## src/rtl/irq_level_eval.sv

```systemverilog
module irq_level_eval #(
  parameter int WORD_W    = 32,
  parameter int SW_FIRST  = 1,
  parameter int SW_LAST   = 15,
  parameter int EXT_FIRST = 16,
  parameter int EXT_LAST  = 31,
  parameter int LVL_W     = $clog2(WORD_W)
) (
  input  logic              clk,
  input  logic              rst,
  input  logic              step,
  input  logic              chk_set,
  input  logic              priv_mode,
  input  logic              miss_resume,
  input  logic [WORD_W-1:0] sw_req,
  input  logic [WORD_W-1:0] ext_stat,
  input  logic [LVL_W-1:0]  cur_ipl,
  output logic [WORD_W-1:0] isum,
  output logic [LVL_W-1:0]  iid,
  output logic              trap
);

  logic              pend;
  logic [LVL_W-1:0]  cand_lvl;
  logic [WORD_W-1:0] cand_mask;
  logic              eval;
  logic              take;

  // software scan first, external second; the last set bit found wins
  always_comb begin
    cand_lvl  = '0;
    cand_mask = '0;
    for (int i = SW_FIRST; i <= SW_LAST; i++) begin
      if (sw_req[i]) begin
        cand_lvl     = LVL_W'(i - SW_FIRST + 1);
        cand_mask[i] = 1'b1;
      end
    end
    for (int i = EXT_FIRST; i <= EXT_LAST; i++) begin
      if (ext_stat[i]) begin
        cand_lvl     = LVL_W'(i);
        cand_mask[i] = 1'b1;
      end
    end
  end

  assign eval = step && pend && !priv_mode && !miss_resume;
  assign take = eval && (cand_lvl != '0) && (cand_lvl > cur_ipl);

  always_ff @(posedge clk) begin
    if (rst) begin
      pend <= 1'b1;
      isum <= '0;
      iid  <= '0;
      trap <= 1'b0;
    end else begin
      pend <= chk_set || (pend && !eval);
      trap <= take;
      if (take) begin
        isum <= cand_mask;
        iid  <= cand_lvl;
      end
    end
  end

  AST_TRAP_GATED: assert property (@(posedge clk) disable iff (rst)
    trap |-> $past(step && !priv_mode && !miss_resume));

  AST_PEND_CLEARED: assert property (@(posedge clk) disable iff (rst)
    trap |-> (pend == $past(chk_set)));

  AST_EXT_BIT_SEEN: assert property (@(posedge clk) disable iff (rst)
    (trap && (int'(iid) >= EXT_FIRST)) |-> isum[iid]);

  AST_ABOVE_IPL: assert property (@(posedge clk) disable iff (rst)
    trap |-> ((iid > $past(cur_ipl)) && (iid != '0)));

  AST_HOLD_REGS: assert property (@(posedge clk) disable iff (rst)
    (!trap && !$past(rst)) |-> ($stable(isum) && $stable(iid)));

endmodule

```

## config.mk

```make
export PLATFORM = sky130hd
export DESIGN_NAME = irq_level_eval
export DESIGN_NICKNAME = d
export VERILOG_FILES = /design/src/rtl/irq_level_eval.sv
export SDC_FILE = /design/constraint.sdc
export NUM_CORES = 1
export LEC_CHECK = 0
export BUFFER_PORTS_ARGS = -buffer_cell sky130_fd_sc_hd__buf_2
export CAP_MARGIN = 20
export CELL_PAD_IN_SITES_DETAIL_PLACEMENT = 0
export CELL_PAD_IN_SITES_GLOBAL_PLACEMENT = 1
export CORE_UTILIZATION = 29
export CTS_BUF_LIST = sky130_fd_sc_hd__clkbuf_8
export DETAILED_ROUTE_END_ITERATION = 8
export GPL_TIMING_DRIVEN = 0
export PLACE_DENSITY = 0.72
export SYNTH_ARGS = -nofsm -noshare
export SYNTH_HDL_FRONTEND = slang
export SYNTH_SLANG_ARGS = --single-unit
export TNS_END_PERCENT = 100
```

## constraint.sdc

```tcl
create_clock -name clk -period 3.3 [get_ports clk]
set_input_delay 0.66 -clock clk [delete_from_list [all_inputs] [get_ports clk]]
set_output_delay 0.66 -clock clk [all_outputs]
set_load 0.05 [all_outputs]
```

# Yosys cells after proc, flatten, opt, wreduce, memory -nomap -nowiden
# Cells that the tools add are included.
[totals] regBits=38
[classes] n_mux=62 magnitude_cmp=1 n_reduce_logical=11
[ops] cell="5-bit two-way mux" n=30
[ops] cell="1-bit two-way mux" n=32
[ops] cell="1-bit logical AND" n=6
[ops] cell="5-bit > comparator" n=1
[ops] cell="5-bit nonzero test" n=1
[ops] cell="1-bit zero test" n=3
[ops] cell="1-bit logical OR" n=1

# Longest topological paths before layout
# Gate-level depths: netlist of run 1.
[depth] ltp_word=34 ltp_mapped=13

# Worst setup path before layout of run 1
# OpenSTA, ideal clock, no wires.
[synth_path] kind="input -> register" from="input sw_req[14]" to="register iid[2]" t_arrival_ps=2990 setup_time_ps=72 t_required_ps=3228 path_stages=13 slack_ps=239 path_buffers=2 cell_sequence="or3_1 -> a221o_1 -> a21oi_1 -> o221ai_2 -> ha_1 -> and3_1 -> a31oi_1 -> o21ai_0 -> a21o_1 -> a21oi_2 -> buf_6 -> buf_12 -> mux2i_1"
[synth_via] elab_chain_len=21 elab_cells_between_ends=22 classes_between="order compare (1); mux (18); reduce/logical (3)"
[synth_lines] element="start: declaration" line_no="15" source="input logic [WORD_W-1:0] sw_req,"
[synth_lines] element="5-bit two-way mux * (2 in a row)" line_no="34" source="if (sw_req[i]) begin"
[synth_lines] element="5-bit two-way mux * (16 in a row)" line_no="40" source="if (ext_stat[i]) begin"
[synth_lines] element="parallel branches: the longest is 3 deep, another holds 5-bit > comparator"
[synth_lines] element="end signal: assignment" line_no="61" source="iid <= cand_lvl;"
[synth_lines] element="end: declaration" line_no="19" source="output logic [LVL_W-1:0] iid,"
# Every way passes the cells marked *.
# A chain may end at the register's enable or synchronous reset.

# Worst setup path after layout of run 1
[layout_path] from="input sw_req[14]" to="register isum[13]"
[layout_via] elab_chain_len=21 elab_cells_between_ends=22 classes_between="order compare (1); mux (18); reduce/logical (3)"
[layout_lines] element="5-bit two-way mux * (2 in a row)" line_no="34"
[layout_lines] element="5-bit two-way mux * (16 in a row)" line_no="40"
[layout_lines] element="parallel branches: the longest is 2 deep, another holds 5-bit > comparator"
[layout_lines] element="1-bit logical AND *" line_no="48" source="assign take = eval && (cand_lvl != '0) && (cand_lvl > cur_ipl);"
[layout_lines] element="end signal: assignment" line_no="60" source="isum <= cand_mask;"
[layout_lines] element="end: declaration" line_no="18" source="output logic [WORD_W-1:0] isum,"
# Marks and branches as above.

==> flow_metrics.env, run 1 <==
export IMPL_outcome="finished, final reports clean"
export IMPL_wirelength_mm=5.81
export IMPL_rsz0062_at_grt="no"
export IMPL_crit_fanout=10
export IMPL_fmax_mhz=324
export IMPL_power_leakage_nw=1.24
export IMPL_die_width_um=90.1
export IMPL_rows=31
export IMPL_htree_num_levels=2
export IMPL_synth_warnings=0
export IMPL_antenna_found_initial=0
export IMPL_p_int_uw=781
export IMPL_drtPass1Iterations=4
export IMPL_cpMaxStageDelayCell="or3_1"
export IMPL_syn_area_per_cell_sq_um=9.30
export IMPL_drc=0
export IMPL_first_global_vias=1878
export IMPL_synth_distinct_cells=46
export IMPL_drv_slew=0
export IMPL_cp_top_family="compound AO/OA/AOI/OAI gates"
export IMPL_slowest_delay_ns=0.37
export IMPL_cp_num_buf_inv=3
export IMPL_holdBufCountCts=0
export IMPL_met3_usage=0.0347
export IMPL_nFillCells=785
export IMPL_dpl_hpwl_mm=4.48
export IMPL_worstHoldPathType="flip-flop to flip-flop"
export IMPL_floorplan_initialDensity=0.305
export IMPL_core_sq_um=7370
export IMPL_via_count=1976
export IMPL_swShare=0.291
export IMPL_final_cell_mix="buf_2, nand2b_1, dfxtp_1, mux2i_1, nor2_1"
export IMPL_whs_path_depth=2
export IMPL_synth_nets=322
export IMPL_grt_busiest_layer="met2"
export IMPL_final_util=0.399
export IMPL_die_h_um=90.1
export IMPL_skew_ns=0.00815
export IMPL_whs_ns=0.473
export IMPL_die_area_sq_um=8120
export IMPL_start_kind="primary input"
export IMPL_final_common_cell="buf_2"
export IMPL_r2r_start="pend$_SDFF_PP1_"
export IMPL_area_growth_pct=30.7
export IMPL_p_comb_frac=0.201
export IMPL_period_share=0.936
export IMPL_cts_reportedPaths_clkPinSlew_ns=0.07
export IMPL_p_per_area_nw_per_um2=374
export IMPL_ys_flop_type="dfxtp_1"
export IMPL_synthArstFlopShare=0
export IMPL_synth_edf_count=0
export IMPL_place_area_sq_um=2760
export IMPL_stdcell_area_sq_um=2940
export IMPL_arrival_ns=3.31
export IMPL_synth_ff_latch_count=38
export IMPL_drive_gt1_frac=0.324
export IMPL_cts_buffers=5
export IMPL_switchingPower_uw=320
export IMPL_portBuffers=77
export IMPL_final_nets=412
export IMPL_setup_viol=0
export IMPL_crit_top_cell="a21oi_2"
export IMPL_n_antenna_cell=0
export IMPL_path_cells="buf_2 -> or3_1 -> a221o_1 -> a21oi_2 -> o221ai_4 -> ha_4 -> and3_1 -> a31oi_1 -> o21ai_0 -> a21o_1 -> a21oi_2 -> buf_6 -> buf_12 -> mux2i_1"
export IMPL_critical_path_class="primary input to flip-flop"
export IMPL_max_vdd_ir_drop_mv=0.148
export IMPL_reg2reg_depth=8
export IMPL_wl_per_cell_um=13.5
export IMPL_reg2reg_slack_ns=1.63
export IMPL_seq_area_frac_synth=0.338
export IMPL_gr_usage_met1=0.189
export IMPL_antenna_left=0
export IMPL_clk_latency_ns=0.29
export IMPL_mappedNetlistArea_sq_um=2250
export IMPL_post_route_min_period_ns=3.09
export IMPL_cts_buffer_depth=2
export IMPL_drt_iter0_drc=66
export IMPL_clkSinkCount=38
export IMPL_grt_use_total=0.144
export IMPL_grt_pass1_wl_mm=9.35
export IMPL_met2_usage=0.227
export IMPL_clk_root_buffer_cell="clkbuf_8"
export IMPL_clkPwrFrac=0.365
export IMPL_cp_required_ns=3.52
export IMPL_min_from="isum[10]$_SDFFE_PP0P_"
export IMPL_drv_cap=0
export IMPL_ioPinCount=113
export IMPL_grt_overflow=0
export IMPL_cts_tree="done"
export IMPL_r2r_end="isum[13]$_SDFFE_PP0P_"
export IMPL_finalHoldViolations=0
export IMPL_via_per_inst=4.57
export IMPL_grt_max_degree=13
export IMPL_power_frac_seq=0.435
export IMPL_place_congestion=0.787
export IMPL_synthesis_instances=242
export IMPL_holdPathEnd="isum[10]$_SDFFE_PP0P_"
export IMPL_crit_path_end_kind="flip-flop"
-- cell families after synthesis --
logic type | Yosys count | synth area share
compound gates | 32 | 0.112
fa+ha+maj | 5 | 0.0278
buf+inv | 22 | 0.0634
flops | 38 | 0.338
mux | 33 | 0.147
other cells | 1 | 0.00167
simple gates | 111 | 0.311
-- power groups by stage --
stage	combinational (mW)	clock, mW	sequential [mW]
2_1_floorplan	0.0902	0	0.535
3_3_place_gp	0.212	0	0.489
3_5_place_dp	0.213	0	0.489
4_1_cts	0.214	0.413	0.479
5_1_grt	0.240	0.424	0.480
6_report	0.221	0.402	0.478
-- cells in the mapped netlist (2+ instances only) --
master | instances | area share
a21oi_1 | 4 | 0.0089
or3_1 | 2 | 0.0056
dfxtp_1 | 38 | 0.34
a21o_1 | 2 | 0.0067
clkbuf_1 | 8 | 0.013
ha_1 | 5 | 0.028
nor4_2 | 2 | 0.011
o21bai_1 | 2 | 0.0067
nand2b_1 | 66 | 0.18
o21ai_0 | 5 | 0.011
nor3_1 | 3 | 0.0067
inv_1 | 9 | 0.015
nor2_1 | 11 | 0.018
a221o_1 | 2 | 0.0089
a31oi_1 | 2 | 0.0056
nor2b_1 | 3 | 0.0083
mux2i_1 | 33 | 0.15
or2b_1 | 5 | 0.017
nand2_1 | 4 | 0.0067
nor4_1 | 5 | 0.014
nand4bb_1 | 2 | 0.010
a31o_2 | 2 | 0.0078
nand4_1 | 2 | 0.0056
buf_12 | 3 | 0.027
-- timing repair --
item / 4_1_cts / 5_1_grt
buffers inserted: 0 / 6
endpoints found under the hold margin: 0 / 0
gates resized for setup: 0 / 3
setup endpoints to repair: 0 / 30
-- worst max path at each step --
stage                           from                    end  slack (ns)  cells past startpoint
after floorplan           sw_req[14]    iid[2]$_SDFFE_PP0P_        0.24                     13
after global placement    sw_req[14]   isum[1]$_SDFFE_PP0P_       -0.28                     14
after detailed placement  sw_req[14]  isum[25]$_SDFFE_PP0P_       -0.28                     14
after CTS                 sw_req[14]  isum[23]$_SDFFE_PP0P_        0.02                     14
after global routing      sw_req[14]  isum[19]$_SDFFE_PP0P_        0.04                     14
final                     sw_req[14]  isum[13]$_SDFFE_PP0P_        0.21                     14
-- sequential cells by signal, indices dropped and copies added, names as in the netlist --
register / flops
trap: 1
iid: 5
pend: 1
isum: 31
-- stage by stage --
step                TNS [ns]  setup slack [ns]  cells  power, mW
global route               0            0.0415    432       1.14
floorplan                  0             0.239    242      0.625
global placement       -8.58            -0.284    418      0.701
detailed placement     -8.29            -0.281    418      0.703
CTS                        0            0.0214    426       1.11
finish                     0             0.211    432       1.10
-- worst min-delay path, cell delays in order, from the launching register on --
cell and delay [ns]:
dfxtp_1 0.31, nand2b_1 0.06, mux2i_1 0.06
-- layer usage --
metal,vias to the layer above,wire [um],share of wire
met5,-,0,0
met4,0,94,0.016
met3,8,287,0.049
met2,52,2620,0.45
met1,903,2810,0.48
li1,1013,-,-
-- area by class of cell --
| class | instances | area, sq um | share of cell area |
|---|---|---|---|
| multi-input cells | 182 | 1380 | 0.467 |
| inverters | 9 | 33.8 | 0.0115 |
| clock inverters | 3 | 40.0 | 0.0136 |
| clock buffers | 5 | 68.8 | 0.0234 |
| repair buffers | 83 | 430 | 0.146 |
| well taps | 99 | 124 | 0.0421 |
| flip-flops and latches | 38 | 761 | 0.259 |
| plain buffers | 13 | 109 | 0.0370 |
No activity file was read; power rests on OpenSTA's default activity.
==> run 2: changes to the inputs <==
--- a/config.mk
+++ b/config.mk
@@ -6,7 +6,7 @@
 export NUM_CORES = 1
 export LEC_CHECK = 0
 export BUFFER_PORTS_ARGS = -buffer_cell sky130_fd_sc_hd__buf_2
-export CAP_MARGIN = 20
+export CAP_MARGIN = 10
 export CELL_PAD_IN_SITES_DETAIL_PLACEMENT = 0
 export CELL_PAD_IN_SITES_GLOBAL_PLACEMENT = 1
 export CORE_UTILIZATION = 29
==> constraint.sdc (replaced) <==
create_clock -name clk -period 3.3 [get_ports clk]
set_input_delay 0.165 -clock clk [delete_from_list [all_inputs] [get_ports clk]]
set_output_delay 0.165 -clock clk [all_outputs]
set_load 0.05 [all_outputs]
==> run 2 against run 1 <==
Against the previous run: global-route usage unchanged; via count decreased by 0.96%; final area decreased by 2.5%; critical endpoint is now isum[26]$_SDFFE_PP0P_; critical path type unchanged; flip-flop and latch count unchanged; critical path depth unchanged; non-clock buffer count decreased by 6; highest routed layer unchanged; total power decreased by 1.3%.
==> flow_metrics.env, run 2 (same netlist as run 1, synthesis figures left out) <==
export IMPL_core_sq_um=7370
export IMPL_power_leakage_nw=1.21
export IMPL_floorplan_initialDensity=0.305
export IMPL_post_cts_buffers=0
export IMPL_clk_root_buffer_cell="clkbuf_8"
export IMPL_setup_slack_ns=0.525
export IMPL_whs_ns=0.0596
export IMPL_htree_num_levels=2
export IMPL_r2r_start="pend$_SDFF_PP1_"
export IMPL_met3_length_um=297
export IMPL_area_growth_pct=27.5
export IMPL_n_antenna_cell=0
export IMPL_final_cell_mix="buf_2, nand2b_1, dfxtp_1, mux2i_1, nor2_1"
export IMPL_regMostFlops="isum"
export IMPL_clkSinkCount=38
export IMPL_drv_slew=0
export IMPL_critical_path_class="primary input to flip-flop"
export IMPL_finalHoldViolations=0
export IMPL_drv_cap=0
export IMPL_met2_length_mm=2.53
export IMPL_grt_max_degree=13
export IMPL_final_common_cell="buf_2"
export IMPL_cts_tree="done"
export IMPL_rows=31
export IMPL_crit_path_end_kind="flip-flop"
export IMPL_final_nets=406
export IMPL_start_kind="primary input"
export IMPL_max_vdd_ir_drop_mv=0.143
export IMPL_die_h_um=90.1
export IMPL_dpl_hpwl_mm=4.48
export IMPL_grt_pass1_wl_mm=9.35
export IMPL_fmax_mhz=360
export IMPL_largestRegisters="isum (31), iid (5)"
export IMPL_nFillCells=786
export IMPL_post_route_min_period_ns=2.77
export IMPL_setup_viol=0
export IMPL_clk_latency_ns=0.29
export IMPL_first_global_vias=1878
export IMPL_cts_resized=0
export IMPL_ioPinCount=113
export IMPL_crit_start="sw_req[14]"
export IMPL_via_count=1957
export IMPL_worstHoldPathType="primary input to flip-flop"
export IMPL_pre_cts_ws_ns=0.214
export IMPL_holdBufCountCts=0
export IMPL_cts_buffer_depth=2
export IMPL_cts_reportedPaths_clkPinSlew_ns=0.08
export IMPL_rsz0062_at_grt="no"
export IMPL_antenna_left=0
export IMPL_skew_ns=0.00690
export IMPL_crit_fanout=10
export IMPL_drt_iter0_drc=71
export IMPL_grt_overflow=0
export IMPL_arrival_ns=3.00
export IMPL_wirelength_mm=5.72
export IMPL_p_per_area_nw_per_um2=379
export IMPL_grt_use_total=0.144
export IMPL_cts_buffers=5
export IMPL_die_width_um=90.1
export IMPL_portBuffers=77
export IMPL_period_share=0.841
export IMPL_place_congestion=0.787
export IMPL_outcome="finished, final reports clean"
export IMPL_final_util=0.389
export IMPL_m1WireLength_mm=2.80
export IMPL_antenna_found_initial=0
export IMPL_cp_required_ns=3.52
export IMPL_wl_per_cell_um=13.4
export IMPL_drtPass1Iterations=4
export IMPL_drc=0
export IMPL_min_from="chk_set"
export IMPL_tns_ns=0
export IMPL_top_layer="met4"
export IMPL_drive_gt1_frac=0.306
export IMPL_stdcell_area_sq_um=2870
export IMPL_largest_register_ffs=31
export IMPL_place_area_sq_um=2760
export IMPL_via_per_inst=4.59
export IMPL_die_area_sq_um=8120
-- run 2: report_power, final --
group | switching, mW | total (mW) | internal, mW
registers | 0.00661 | 0.478 | 0.472
logic | 0.131 | 0.212 | 0.0807
clock network | 0.174 | 0.397 | 0.223
total | 0.312 | 1.09 | 0.775
-- run 2: final cells by class --
class | count | area, sq um | area share
clock inverter | 3 | 40.0 | 0.0140
sequential | 38 | 761 | 0.265
multi-input combinational | 182 | 1350 | 0.470
tap | 99 | 124 | 0.0432
clock buffer | 5 | 68.8 | 0.0240
inverter | 9 | 33.8 | 0.0118
timing repair buffer | 77 | 385 | 0.134
buffer | 13 | 109 | 0.0379
-- run 2: per-stage QoR --
stage / total power [mW] / instances
after floorplan: 0.625 / 242
after global placement: 0.701 / 418
after detailed placement: 0.703 / 418
after CTS: 1.11 / 426
after global routing: 1.14 / 426
final: 1.09 / 426
-- run 2: critical path, cell delays in order --
cell and delay, ns:
buf_2 0.13, or3_1 0.37, a221o_1 0.28, a21oi_1 0.23, o221ai_2 0.21, ha_1 0.30
and3_1 0.17, a31oi_1 0.15, o21ai_0 0.09, a21o_1 0.22, a21oi_2 0.14, buf_6 0.19
buf_12 0.16, mux2i_1 0.18
-- run 2: path summary, 6_finish.rpt --
kind / to / slack [ns] / cells past startpoint
worst max-delay path: isum[26]$_SDFFE_PP0P_ / 0.53 / 14
worst min-delay path: pend$_SDFF_PP1_ / 0.06 / 2
worst max register to register: isum[26]$_SDFFE_PP0P_ / 1.59 / 8
worst min register to register: isum[20]$_SDFFE_PP0P_ / 0.47 / 2
-- run 2: layer usage --
layer / vias up / GRT usage
li1: 998 / -
met5: - / 0
met2: 54 / 0.227
met1: 899 / 0.189
met4: 0 / 0.0524
met3: 6 / 0.0347
